$ cat config.mk
export PLATFORM = sky130hd
export DESIGN_NAME = fuse_detect
export DESIGN_NICKNAME = d
export VERILOG_FILES = /design/src/rtl/fuse_detect.sv
export SDC_FILE = /design/constraint.sdc
export NUM_CORES = 1
export LEC_CHECK = 0
export ABC_AREA = 1
export BUFFER_PORTS_ARGS = -buffer_cell sky130_fd_sc_hd__buf_4
export CORE_AREA = 2 2 115 117
export CTS_CLUSTER_SIZE = 16
export DETAILED_ROUTE_END_ITERATION = 8
export DIE_AREA = 0 0 117 119
export SYNTH_ARGS = -nofsm -noshare
export SYNTH_HDL_FRONTEND = slang
export SYNTH_SLANG_ARGS = --single-unit
$ cat constraint.sdc
create_clock -name clk -period 4.96 [get_ports clk]
set_input_delay 1.24 -clock clk [delete_from_list [all_inputs] [get_ports clk]]
set_output_delay 1.24 -clock clk [all_outputs]
set_load 0.05 [all_outputs]
$ cat src/rtl/fuse_detect.sv
module fuse_detect #(
  parameter int DW = 16,
  parameter int CW = 16
) (
  input  logic          clk,
  input  logic          rst_n,
  input  logic          flush,
  input  logic          in_valid,
  output logic          in_ready,
  input  logic [2:0]    in_cls,
  input  logic [1:0]    in_opk,
  input  logic          in_idx,
  input  logic [3:0]    in_cond,
  input  logic [DW-1:0] in_data,
  output logic          out_valid,
  input  logic          out_ready,
  output logic          out_fused,
  output logic [2:0]    out_cls,
  output logic [1:0]    out_opk,
  output logic          out_idx,
  output logic [3:0]    out_cond,
  output logic [DW-1:0] out_data,
  output logic [DW-1:0] out_tgt,
  output logic [CW-1:0] insn_cnt,
  output logic [CW-1:0] uop_cnt
);
  localparam logic [2:0] C_CMP = 3'd1, C_ADD = 3'd3, C_SUB = 3'd4,
                         C_INC = 3'd5, C_DEC = 3'd6, C_JCC = 3'd7;
  localparam logic [1:0] K_MIMM = 2'd3;

  function automatic logic cond_ok(input logic [2:0] c, input logic [2:0] cc_hi);
    case (c)
      C_ADD, C_SUB: cond_ok = cc_hi inside {3'd1, 3'd2, 3'd3, 3'd6, 3'd7};
      C_INC, C_DEC: cond_ok = cc_hi inside {3'd2, 3'd6, 3'd7};
      default:      cond_ok = 1'b1;
    endcase
  endfunction

  logic          hv;
  logic [2:0]    h_cls;
  logic [1:0]    h_opk;
  logic          h_idx;
  logic [3:0]    h_cond;
  logic [DW-1:0] h_data;

  wire in_setter = (in_cls >= C_CMP) && (in_cls <= C_DEC) && (in_opk != K_MIMM);
  wire pair      = hv && in_valid && (in_cls == C_JCC) && cond_ok(h_cls, in_cond[3:1]);
  wire fire      = out_valid && out_ready;
  wire take      = in_valid && in_ready;

  always_comb begin
    out_valid = 1'b0;
    in_ready  = 1'b0;
    out_fused = 1'b0;
    out_cls   = in_cls;
    out_opk   = in_opk;
    out_idx   = in_idx;
    out_cond  = in_cond;
    out_data  = in_data;
    out_tgt   = '0;
    if (flush) begin
      in_ready = 1'b0;
    end else if (hv) begin
      out_valid = in_valid;
      out_cls   = h_cls;
      out_opk   = h_opk;
      out_idx   = h_idx;
      out_cond  = h_cond;
      out_data  = h_data;
      in_ready  = out_ready && (pair || in_setter);
      if (pair) begin
        out_fused = 1'b1;
        out_cond  = in_cond;
        out_tgt   = in_data;
      end
    end else if (in_setter) begin
      in_ready = 1'b1;
    end else begin
      out_valid = in_valid;
      in_ready  = out_ready;
    end
  end

  always_ff @(posedge clk) begin
    if (!rst_n || flush) begin
      hv <= 1'b0;
    end else if (take && in_setter) begin
      hv     <= 1'b1;
      h_cls  <= in_cls;
      h_opk  <= in_opk;
      h_idx  <= in_idx;
      h_cond <= in_cond;
      h_data <= in_data;
    end else if (fire) begin
      hv <= 1'b0;
    end
  end

  always_ff @(posedge clk) begin
    if (!rst_n) begin
      insn_cnt <= '0;
      uop_cnt  <= '0;
    end else if (fire) begin
      insn_cnt <= insn_cnt + (out_fused ? CW'(2) : CW'(1));
      uop_cnt  <= uop_cnt + CW'(1);
    end
  end
endmodule

==> flow_metrics.py, run 1 <==
metrics = {
    "run_status": {
        "status": "finished clean",
    },
    "logic_synthesis": {
        "yosysUniqueCellTypes": 27,
        "synth_warnings": 0,
        "synth_area_um2": 3480,
        "syn_nets": 503,
        "synth_cells": 468,
        "ys_seq_elements": 59,
        "syn_avg_cell_area_um2": 7.43,
        "ys_seq_area_frac": 0.415,
    },
    "layout": {
        "final_nets": 607,
        "drive_above_1_share": 0.295,
        "fin_cells": 753,
        "area_delta_synth_final_pct": 36.2,
        "fillers": 1355,
        "diodes": 0,
    },
    "worst_setup_path": {
        "path_buf_inv": 4,
        "end_kind": "output port",
        "startpoint_type": "input pin",
        "cpMostUsedCell": "nand2_1",
        "critPathMaxFanout": 22,
        "critPathKind": "in2out",
        "crit_family": "simple AND/OR/NAND/NOR gates",
        "cp.required_ns": 3.72,
        "crit_slowest_cell": "nand2_1",
        "path_cells": "buf_4 > inv_1 > nand2_1 > nand2_1 > nand2_1 > inv_1 > nand3_1 > nand2_1 > nand2_1 > nand2_1 > nand2_1 > buf_4",
        "slowest_delay_ns": 0.53,
        "arrival_ns": 2.84,
    },
    "clock_tree": {
        "cts_root_buf": "clkbuf_16",
        "cts_buffer_depth": 2,
        "clk_pin_slew_ns": 0.05,
        "cts_buffers": 9,
        "cts_setup_buffers": 0,
        "cts_tree": "yes",
        "clock-sinks": 59,
        "ctsHoldBuffers": 0,
        "cts.htree.levels": 3,
        "clk_latency_ns": 0.34,
        "post_cts_resized": 0,
    },
    "timing": {
        "setup_viol": 0,
        "fin_skew_ns": 0.00433,
        "fin_ws_ns": 0.885,
        "worst_pin_slew_ns": 0.972,
        "hold_viol": 0,
        "hold_slack_ns": 0.498,
        "drv_slew": 0,
        "max_freq_mhz": 245,
        "fin_crit_sh": 0.822,
        "slew_headroom": 0.351,
        "setup_tns_ns": 0,
        "period_minus_slack_ns": 4.08,
        "grt_setup_unrepaired": "false",
    },
    "drt": {
        "drc": 0,
        "drtIter0Drc": 194,
        "routed_wl_um": 9590,
        "dr.pass1.iters": 6,
        "num_vias": 3329,
        "wl_per_cell_um": 12.7,
        "viasPerCell": 4.42,
        "ant_nets": 0,
    },
    "global_route": {
        "antenna_found_initial": 0,
        "grt-ovfl-total": 0,
        "grtUsageTotal": 0.142,
        "first_global_vias": 3129,
        "grt_pass1_wl_um": 15400,
        "grt_start_max_net_pins": 41,
    },
    "placed_design": {
        "hpwl_um": 6960,
        "dpl_worst_slack_ns": 0.891,
        "io_buffers": 107,
        "gp_congestion": 0.775,
        "placed_cells": 737,
    },
    "pwr": {
        "powerDensity_nw_per_um2": 295,
        "intPower_w": 0.00105,
        "power_frac_seq": 0.370,
        "switching_share": 0.248,
        "pwr-share-comb": 0.122,
        "leakagePower_nw": 1.96,
        "p_clk_frac": 0.509,
        "p_total_w": 0.00140,
        "power.switching_w": 0.000347,
        "irDropWorstVdd_mv": 0.188,
    },
    "die": {
        "dieArea_um2": 13900,
        "die_y_um": 119,
        "die-width_um": 117,
        "rows": 42,
        "io_pins": 108,
        "core_um2": 12900,
        "initial_core_util": 0.270,
    },
    "min_path": {
        "min_path_type": "reg2reg",
    },
    "run": {
        "cap_violations": 0,
    },
}
-- cells by family (layout without fill, tap and decap cells) --
logic type                 Yosys count  after routing  share of synthesized area
DFF                                 59             59                      0.415
adders and majority gates            4              4                     0.0166
and+or+nand+nor                    266            266                      0.341
AOI/OAI and AO/OA                   56             56                      0.102
xor gates and xnor gates            14             14                     0.0353
buffers and inverters               69            178                     0.0907
-- layer usage --
metal  part of all wire  GRT usage  routed length, µm
met2               0.45      0.238               4340
met4              0.019     0.0544                185
met5                  0          0                  0
met1               0.45      0.166               4330
met3              0.076     0.0483                729
-- area by class of cell --
cell class	instances	area (µm²)	share of cell area
clock buffer	10	229	0.0483
clock inverter	6	104	0.0219
inverter	53	204	0.0431
multi-input combinational	340	1720	0.363
sequential	59	1440	0.304
tap	176	220	0.0465
timing repair buffer	109	818	0.173
-- through the flow --
stage	area [µm²]	util
CTS	4740	0.368
finish	4740	0.368
floorplan	3480	-
global route	4740	0.368
global placement	4400	0.342
detailed placement	4400	0.342
-- cells in the mapped netlist --
library cell    n  area share
nand3_2         2      0.0058
o21ai_0        23       0.033
buf_4           3      0.0065
inv_6           1      0.0025
nand2_1       155        0.17
edfxtp_1       26        0.22
nand2_2        20       0.036
a21oi_1        13       0.019
a21oi_2        19       0.048
ha_1            3       0.011
nand4_1        12       0.022
inv_1          52       0.056
nand3_1        24       0.035
buf_12          2       0.012
nor3_1         17       0.024
clkbuf_1        5      0.0054
fa_1            1      0.0058
nand3_4         1      0.0050
xnor2_1         7       0.018
a31oi_1         1      0.0018
xor2_1          7       0.018
nor2_2          2      0.0036
buf_2           6      0.0086
dfxtp_1        33        0.19
nor2_4          1      0.0032
nand4_4         1      0.0061
nor2_1         31       0.033
-- tightest hold or removal path, stage by stage, from the launching register on --
cell     delay [ns]
dfxtp_1        0.33
nand2_1        0.07
a21oi_1        0.05
-- flip-flops by register name, indices dropped and copies added (netlist names) --
signal and flops:
insn_cnt 16, h_data 16, h_cond 4, hv 1
h_idx 1, uop_cnt 16, h_cls 3, h_opk 2
-- path summary, 6_finish.rpt --
check / start / to / slack, ns / depth (start not counted)
worst min-delay path: insn_cnt[15] / insn_cnt[15] / 0.50 / 2
worst max register to register: h_cls[0] / h_data[3] / 2.35 / 9
worst min register to register: insn_cnt[15] / insn_cnt[15] / 0.50 / 2
worst max-delay path: in_cond[3] / out_cond[1] / 0.88 / 12
-- power groups by stage --
stage	combinational, W	clock (W)	sequential [W]
global placement	0.000170	0	0.000527
floorplan	0.000107	0	0.000530
finish	0.000170	0.000711	0.000517
global route	0.000183	0.000757	0.000517
CTS	0.000172	0.000735	0.000517
detailed placement	0.000172	0	0.000527
-- cells in the final DEF (no fill, tap or decap) --
cell,n
inv_6,1
a21oi_2,19
nor2_4,1
nand2_1,155
bufinv_16,3
nand3_1,24
ha_1,3
a21oi_1,13
nor2_1,31
xor2_1,7
xnor2_1,7
buf_4,109
nand4_1,12
a31oi_1,1
edfxtp_1,26
nand3_2,2
clkinv_1,1
nand2_2,20
nor3_1,17
clkbuf_1,1
dfxtp_1,33
clkinv_2,2
clkbuf_16,9
nand4_4,1
nand3_4,1
inv_1,52
o21ai_0,23
fa_1,1
nor2_2,2
Power figures use the tool's default switching activity.
==> inputs of run 2 (changes only) <==
ABC_AREA = 0   (was 1)
CORE_AREA = 2 2 109 111   (was 2 2 115 117)
DIE_AREA = 0 0 111 113   (was 0 0 117 119)
clock period = 4.2 ns   (was 4.96 ns; I/O delays follow)
==> flow_metrics.py, run 2 <==
metrics = {
    "drt": {
        "wl_per_cell_um": 14.7,
        "drtIter0Drc": 103,
        "dr.pass1.iters": 6,
        "drc": 0,
        "ant_nets": 0,
        "num_vias": 2692,
        "viasPerCell": 4.88,
        "routed_wl_um": 8090,
    },
    "die": {
        "die_y_um": 113,
        "core_um2": 11300,
        "dieArea_um2": 12500,
        "die-width_um": 111,
        "io_pins": 108,
        "rows": 39,
        "initial_core_util": 0.276,
    },
    "global_route": {
        "grtUsageTotal": 0.129,
        "grt-ovfl-total": 0,
        "antenna_found_initial": 0,
        "grt_pass1_wl_um": 13200,
        "grt_start_max_net_pins": 28,
        "first_global_vias": 2489,
    },
    "pwr": {
        "irDropWorstVdd_mv": 0.138,
        "powerDensity_nw_per_um2": 335,
        "leakagePower_nw": 1.66,
        "p_total_w": 0.00146,
    },
    "logic_synthesis": {
        "async_flop_share": 0,
        "ys.flop_type": "dfxtp_1",
        "synth-xor-area-share": 0.00282,
        "synth_top_family_by_area": "simple AND/OR/NAND/NOR gates",
        "yosysUniqueCellTypes": 55,
        "post-synth-top-count-cell": "dfxtp_1",
        "synth_cells": 293,
        "synth_compound_area_frac": 0.117,
        "synth-simple-area-share": 0.247,
        "synth_warnings": 0,
        "ys_seq_area_frac": 0.463,
        "syn_avg_cell_area_um2": 10.6,
        "synthTopCellsByCount": "dfxtp_1 (33), edfxtp_1 (26), nand2_1 (23)",
        "synthAdderAreaFrac": 0.0185,
        "synth_area_um2": 3110,
        "synth_top_area_frac": 0.251,
        "synth_edf_count": 26,
        "synth.area.top_cells": "edfxtp_1 (25%), dfxtp_1 (21%), mux2_2 (8.0%)",
        "synthMuxAreaShare": 0.117,
        "synth_top_area_cell": "edfxtp_1",
        "syn_nets": 328,
        "ys_seq_elements": 59,
    },
    "worst_setup_path": {
        "rr_endpoint": "insn_cnt[14]",
        "critPathKind": "in2out",
        "cp.required_ns": 3.15,
        "end_kind": "output port",
        "rrSetupSlack_ns": 0.84,
        "startpoint_type": "input pin",
        "rr_worst_depth": 8,
        "arrival_ns": 2.89,
        "cp-startpoint": "in_cond[3]",
        "critPathMaxFanout": 18,
        "reg2reg_from": "h_cls[1]",
    },
    "placed_design": {
        "hpwl_um": 5880,
        "io_buffers": 107,
        "gp_congestion": 0.778,
        "placed_cells": 536,
    },
    "run": {
        "cap_violations": 0,
    },
    "clock_tree": {
        "cts_buffers": 9,
        "cts_root_buf": "clkbuf_16",
        "cts_buffer_depth": 2,
        "cts.htree.levels": 3,
        "clock-sinks": 59,
        "cts_setup_buffers": 0,
        "clk_latency_ns": 0.31,
        "post_cts_resized": 0,
        "clk_pin_slew_ns": 0.05,
        "cts_tree": "yes",
        "ctsHoldBuffers": 0,
    },
    "timing": {
        "fin_skew_ns": 0.00426,
        "setup_tns_ns": 0,
        "worst_pin_slew_ns": 0.864,
        "max_freq_mhz": 254,
        "setup_viol": 0,
        "fin_crit_sh": 0.939,
        "slew_headroom": 0.423,
        "period_minus_slack_ns": 3.94,
        "grt_setup_unrepaired": "false",
        "hold_viol": 0,
        "drv_slew": 0,
    },
    "min_path": {
        "min_path_type": "reg2reg",
        "min_path_cells": 2,
        "holdPathEnd": "uop_cnt[15]",
        "hold_start": "uop_cnt[15]",
    },
    "layout": {
        "final_nets": 439,
        "final_common_cell": "buf_4",
        "drive_above_1_share": 0.403,
        "area_delta_synth_final_pct": 39.7,
        "final_cell_mix": "buf_4 (113), dfxtp_1 (33), edfxtp_1 (26)",
        "fin_cells": 552,
        "post-route-util": 0.386,
        "diodes": 0,
        "top_regs": "h_data (16), insn_cnt (16), uop_cnt (16)",
    },
    "run_status": {
        "status": "finished clean",
    },
}
run 2: cell count changes in the layout (fill, tap and decap cells not counted), moves of 19 or more:
cell     previous run  this run
a21oi_2            19         0
inv_1              52         7
mux2_2              0        22
nand2_1           155        23
nand2_2            20         0
nor2_1             31         2
run 2: where the power goes:
group	switching, W	internal [W]
Combinational	0.000126	0.0000695
Sequential	0.00000323	0.000608
Clock	0.000238	0.000412
run 2: cells by family (layout without fill, tap and decap cells):
logic type,Yosys count,after routing
compound gates,56,56
simple gates,119,119
flops,59,59
buf+inv,21,137
fa+ha+maj,4,4
xor+xnor,1,1
mux,33,33
run 2: per-layer routing:
metal  GRT usage  vias up  routed length [µm]
met5           0        -                   0
met4      0.0375        0                  58
met3      0.0391        6                 559
met2       0.205       86                3730
met1       0.171     1265                3740
li1            -     1335                   -
run 2: critical path, stage by stage:
cell and delay (ns):
buf_4 0.12, or4b_1 0.47, o2111a_1 0.18, or3_4 0.41, inv_2 0.25, and2_1 0.20, buf_4 0.21
run 2: stage by stage:
step                      setup slack (ns)  instance area, µm²  hold WS [ns]
after detailed placement             0.187                4080         0.462
after global routing                 0.164                4350         0.512
final                                0.257                4350         0.473
after CTS                            0.253                4350         0.475
after floorplan                      0.296                3120         0.680
after global placement               0.217                4080         0.459
run 2: worst max-delay path by stage:
stage                              end  slack (ns)  depth (start not counted)
after global placement    insn_cnt[14]        0.22                          9
final                       out_tgt[9]        0.26                          7
after CTS                   out_tgt[9]        0.25                          7
after global routing        out_tgt[9]        0.16                          7
after detailed placement  insn_cnt[14]        0.19                          9
after floorplan               in_ready        0.30                          4
run 2: final cells by class:
| cell class | instances | area [µm²] |
|---|---|---|
| repair buffers | 113 | 848 |
| inverters | 8 | 30.0 |
| clock buffers | 13 | 250 |
| flip-flops and latches | 59 | 1440 |
| well taps | 143 | 179 |
| clock inverters | 3 | 15.0 |
| multi-input cells | 213 | 1580 |
| fillers | 1107 | 6930 |
==> inputs of run 3 (changes only) <==
CORE_AREA = 5 5 112 114   (was 2 2 109 111)
DIE_AREA = 0 0 117 119   (was 0 0 111 113)
REMOVE_ABC_BUFFERS = 1   (was not set)
==> flow_metrics.py, run 3 (same netlist as run 2, synthesis figures left out) <==
metrics = {
    "timing": {
        "drv_slew": 0,
        "hold_viol": 0,
        "hold_slack_ns": 0.474,
        "grt_setup_unrepaired": "false",
        "setup_viol": 0,
        "period_minus_slack_ns": 3.88,
        "worst_pin_slew_ns": 0.927,
        "fin_crit_sh": 0.924,
        "max_freq_mhz": 258,
        "slew_headroom": 0.381,
        "fin_skew_ns": 0.00831,
    },
    "drt": {
        "num_vias": 2717,
        "dr.pass1.iters": 4,
        "ant_nets": 0,
        "drc": 0,
        "viasPerCell": 4.92,
        "drtIter0Drc": 111,
        "routed_wl_um": 8310,
        "wl_per_cell_um": 15.0,
    },
    "worst_setup_path": {
        "rrSetupSlack_ns": 0.85,
        "crit_slowest_cell": "or4b_1",
        "cpMostUsedCell": "buf_4",
        "rr_endpoint": "insn_cnt[14]",
        "crit_family": "simple AND/OR/NAND/NOR gates",
        "critPathKind": "in2out",
        "slowest_delay_ns": 0.47,
        "end_kind": "output port",
        "startpoint_type": "input pin",
        "critPathMaxFanout": 18,
        "path_buf_inv": 3,
        "rr_worst_depth": 8,
        "arrival_ns": 2.83,
        "reg2reg_from": "h_cls[1]",
        "path_cells": "buf_4 > or4b_1 > o2111a_1 > or3_4 > inv_2 > and2_1 > buf_4",
        "cp.required_ns": 3.15,
    },
    "clock_tree": {
        "cts_root_buf": "clkbuf_16",
        "clk_latency_ns": 0.32,
        "cts_buffer_depth": 2,
        "cts_buffers": 9,
        "clk_pin_slew_ns": 0.05,
        "clock-sinks": 59,
        "ctsHoldBuffers": 0,
        "post_cts_resized": 0,
        "cts_tree": "yes",
        "cts_setup_buffers": 0,
        "cts.htree.levels": 3,
    },
    "min_path": {
        "hold_start": "uop_cnt[15]",
        "min_path_type": "reg2reg",
        "min_path_cells": 2,
        "holdPathEnd": "uop_cnt[15]",
    },
    "layout": {
        "final_cell_area_um2": 4380,
        "top_regs": "h_data (16), insn_cnt (16), uop_cnt (16)",
        "final_nets": 439,
        "drive_above_1_share": 0.406,
        "final_common_cell": "buf_4",
        "area_delta_synth_final_pct": 40.8,
        "final_cell_mix": "buf_4 (113), dfxtp_1 (33), edfxtp_1 (26)",
        "fillers": 1140,
        "diodes": 0,
    },
    "die": {
        "die-width_um": 117,
        "initial_core_util": 0.275,
        "dieArea_um2": 13900,
        "die_y_um": 119,
        "rows": 39,
        "io_pins": 108,
        "core_um2": 11300,
    },
    "pwr": {
        "powerDensity_nw_per_um2": 355,
        "leakagePower_nw": 1.68,
        "pwr-share-comb": 0.126,
        "p_clk_frac": 0.480,
        "intPower_w": 0.00118,
        "power_frac_seq": 0.394,
        "switching_share": 0.238,
        "irDropWorstVdd_mv": 0.194,
        "power.switching_w": 0.000370,
    },
    "placed_design": {
        "hpwl_um": 6240,
        "gp_congestion": 0.800,
        "placed_area_um2": 4070,
        "io_buffers": 107,
    },
    "global_route": {
        "grt-ovfl-total": 0,
        "grtUsageTotal": 0.117,
        "grt_pass1_wl_um": 12900,
        "antenna_found_initial": 0,
        "first_global_vias": 2580,
        "grt_start_max_net_pins": 25,
    },
    "run": {
        "cap_violations": 0,
    },
    "run_status": {
        "status": "finished clean",
    },
}
## run 3: per-stage QoR
| step | instances | setup slack (ns) | total power (W) | setup TNS, ns | utilization |
|---|---|---|---|---|---|
| global route | 552 | 0.241 | 0.00161 | 0 | 0.387 |
| finish | 552 | 0.319 | 0.00155 | 0 | 0.387 |
| CTS | 552 | 0.314 | 0.00158 | 0 | 0.387 |
| global placement | 536 | 0.219 | 0.000819 | 0 | 0.360 |
| floorplan | 280 | -0.429 | 0.000739 | -11.46 | - |
| detailed placement | 536 | 0.163 | 0.000821 | 0 | 0.360 |
## run 3: layer usage
| layer | vias up | GRT usage | wire length (µm) |
|---|---|---|---|
| met5 | - | 0 | 0 |
| met4 | 0 | 0.0444 | 143 |
| met3 | 13 | 0.0355 | 757 |
| met2 | 103 | 0.189 | 3800 |
| met1 | 1260 | 0.145 | 3600 |
| li1 | 1341 | - | - |
## run 3: final cells by class
class / instances / area (µm²) / share of cell area
Timing Repair Buffer: 113 / 848 / 0.194
Inverter: 8 / 30.0 / 0.00686
Multi-Input combinational cell: 213 / 1570 / 0.359
Sequential cell: 59 / 1440 / 0.329
Tap cell: 143 / 179 / 0.0408
Clock buffer: 14 / 274 / 0.0626
Clock inverter: 2 / 35.0 / 0.00800
## run 3: worst register-to-register path: cells and delay by family (launching register included)
kind / cells / cell delay [ns]
AOI/OAI and AO/OA: 2 / 0.33
adders and majority gates: 1 / 0.49
DFF: 1 / 0.42
and+or+nand+nor: 5 / 2.02
## run 3: how the worst max path moves through the flow
stage / start / slack (ns) / to / depth (start not counted)
2_1_floorplan: in_cls[1] / -0.43 / h_cls[0] / 3
3_3_place_gp: in_cond[3] / 0.22 / insn_cnt[14] / 9
3_5_place_dp: in_cond[3] / 0.16 / insn_cnt[14] / 9
4_1_cts: in_cond[3] / 0.31 / out_tgt[4] / 7
5_1_grt: in_cond[3] / 0.24 / out_tgt[14] / 7
6_report: in_cond[3] / 0.32 / out_tgt[5] / 7
## run 3: power by group through the flow
stage                     sequential, W  clock (W)  combinational, W
after global placement         0.000623          0          0.000196
after floorplan                0.000626          0          0.000113
after detailed placement       0.000623          0          0.000198
after global routing           0.000611   0.000792          0.000209
after CTS                      0.000611   0.000768          0.000198
final                          0.000611   0.000746          0.000196
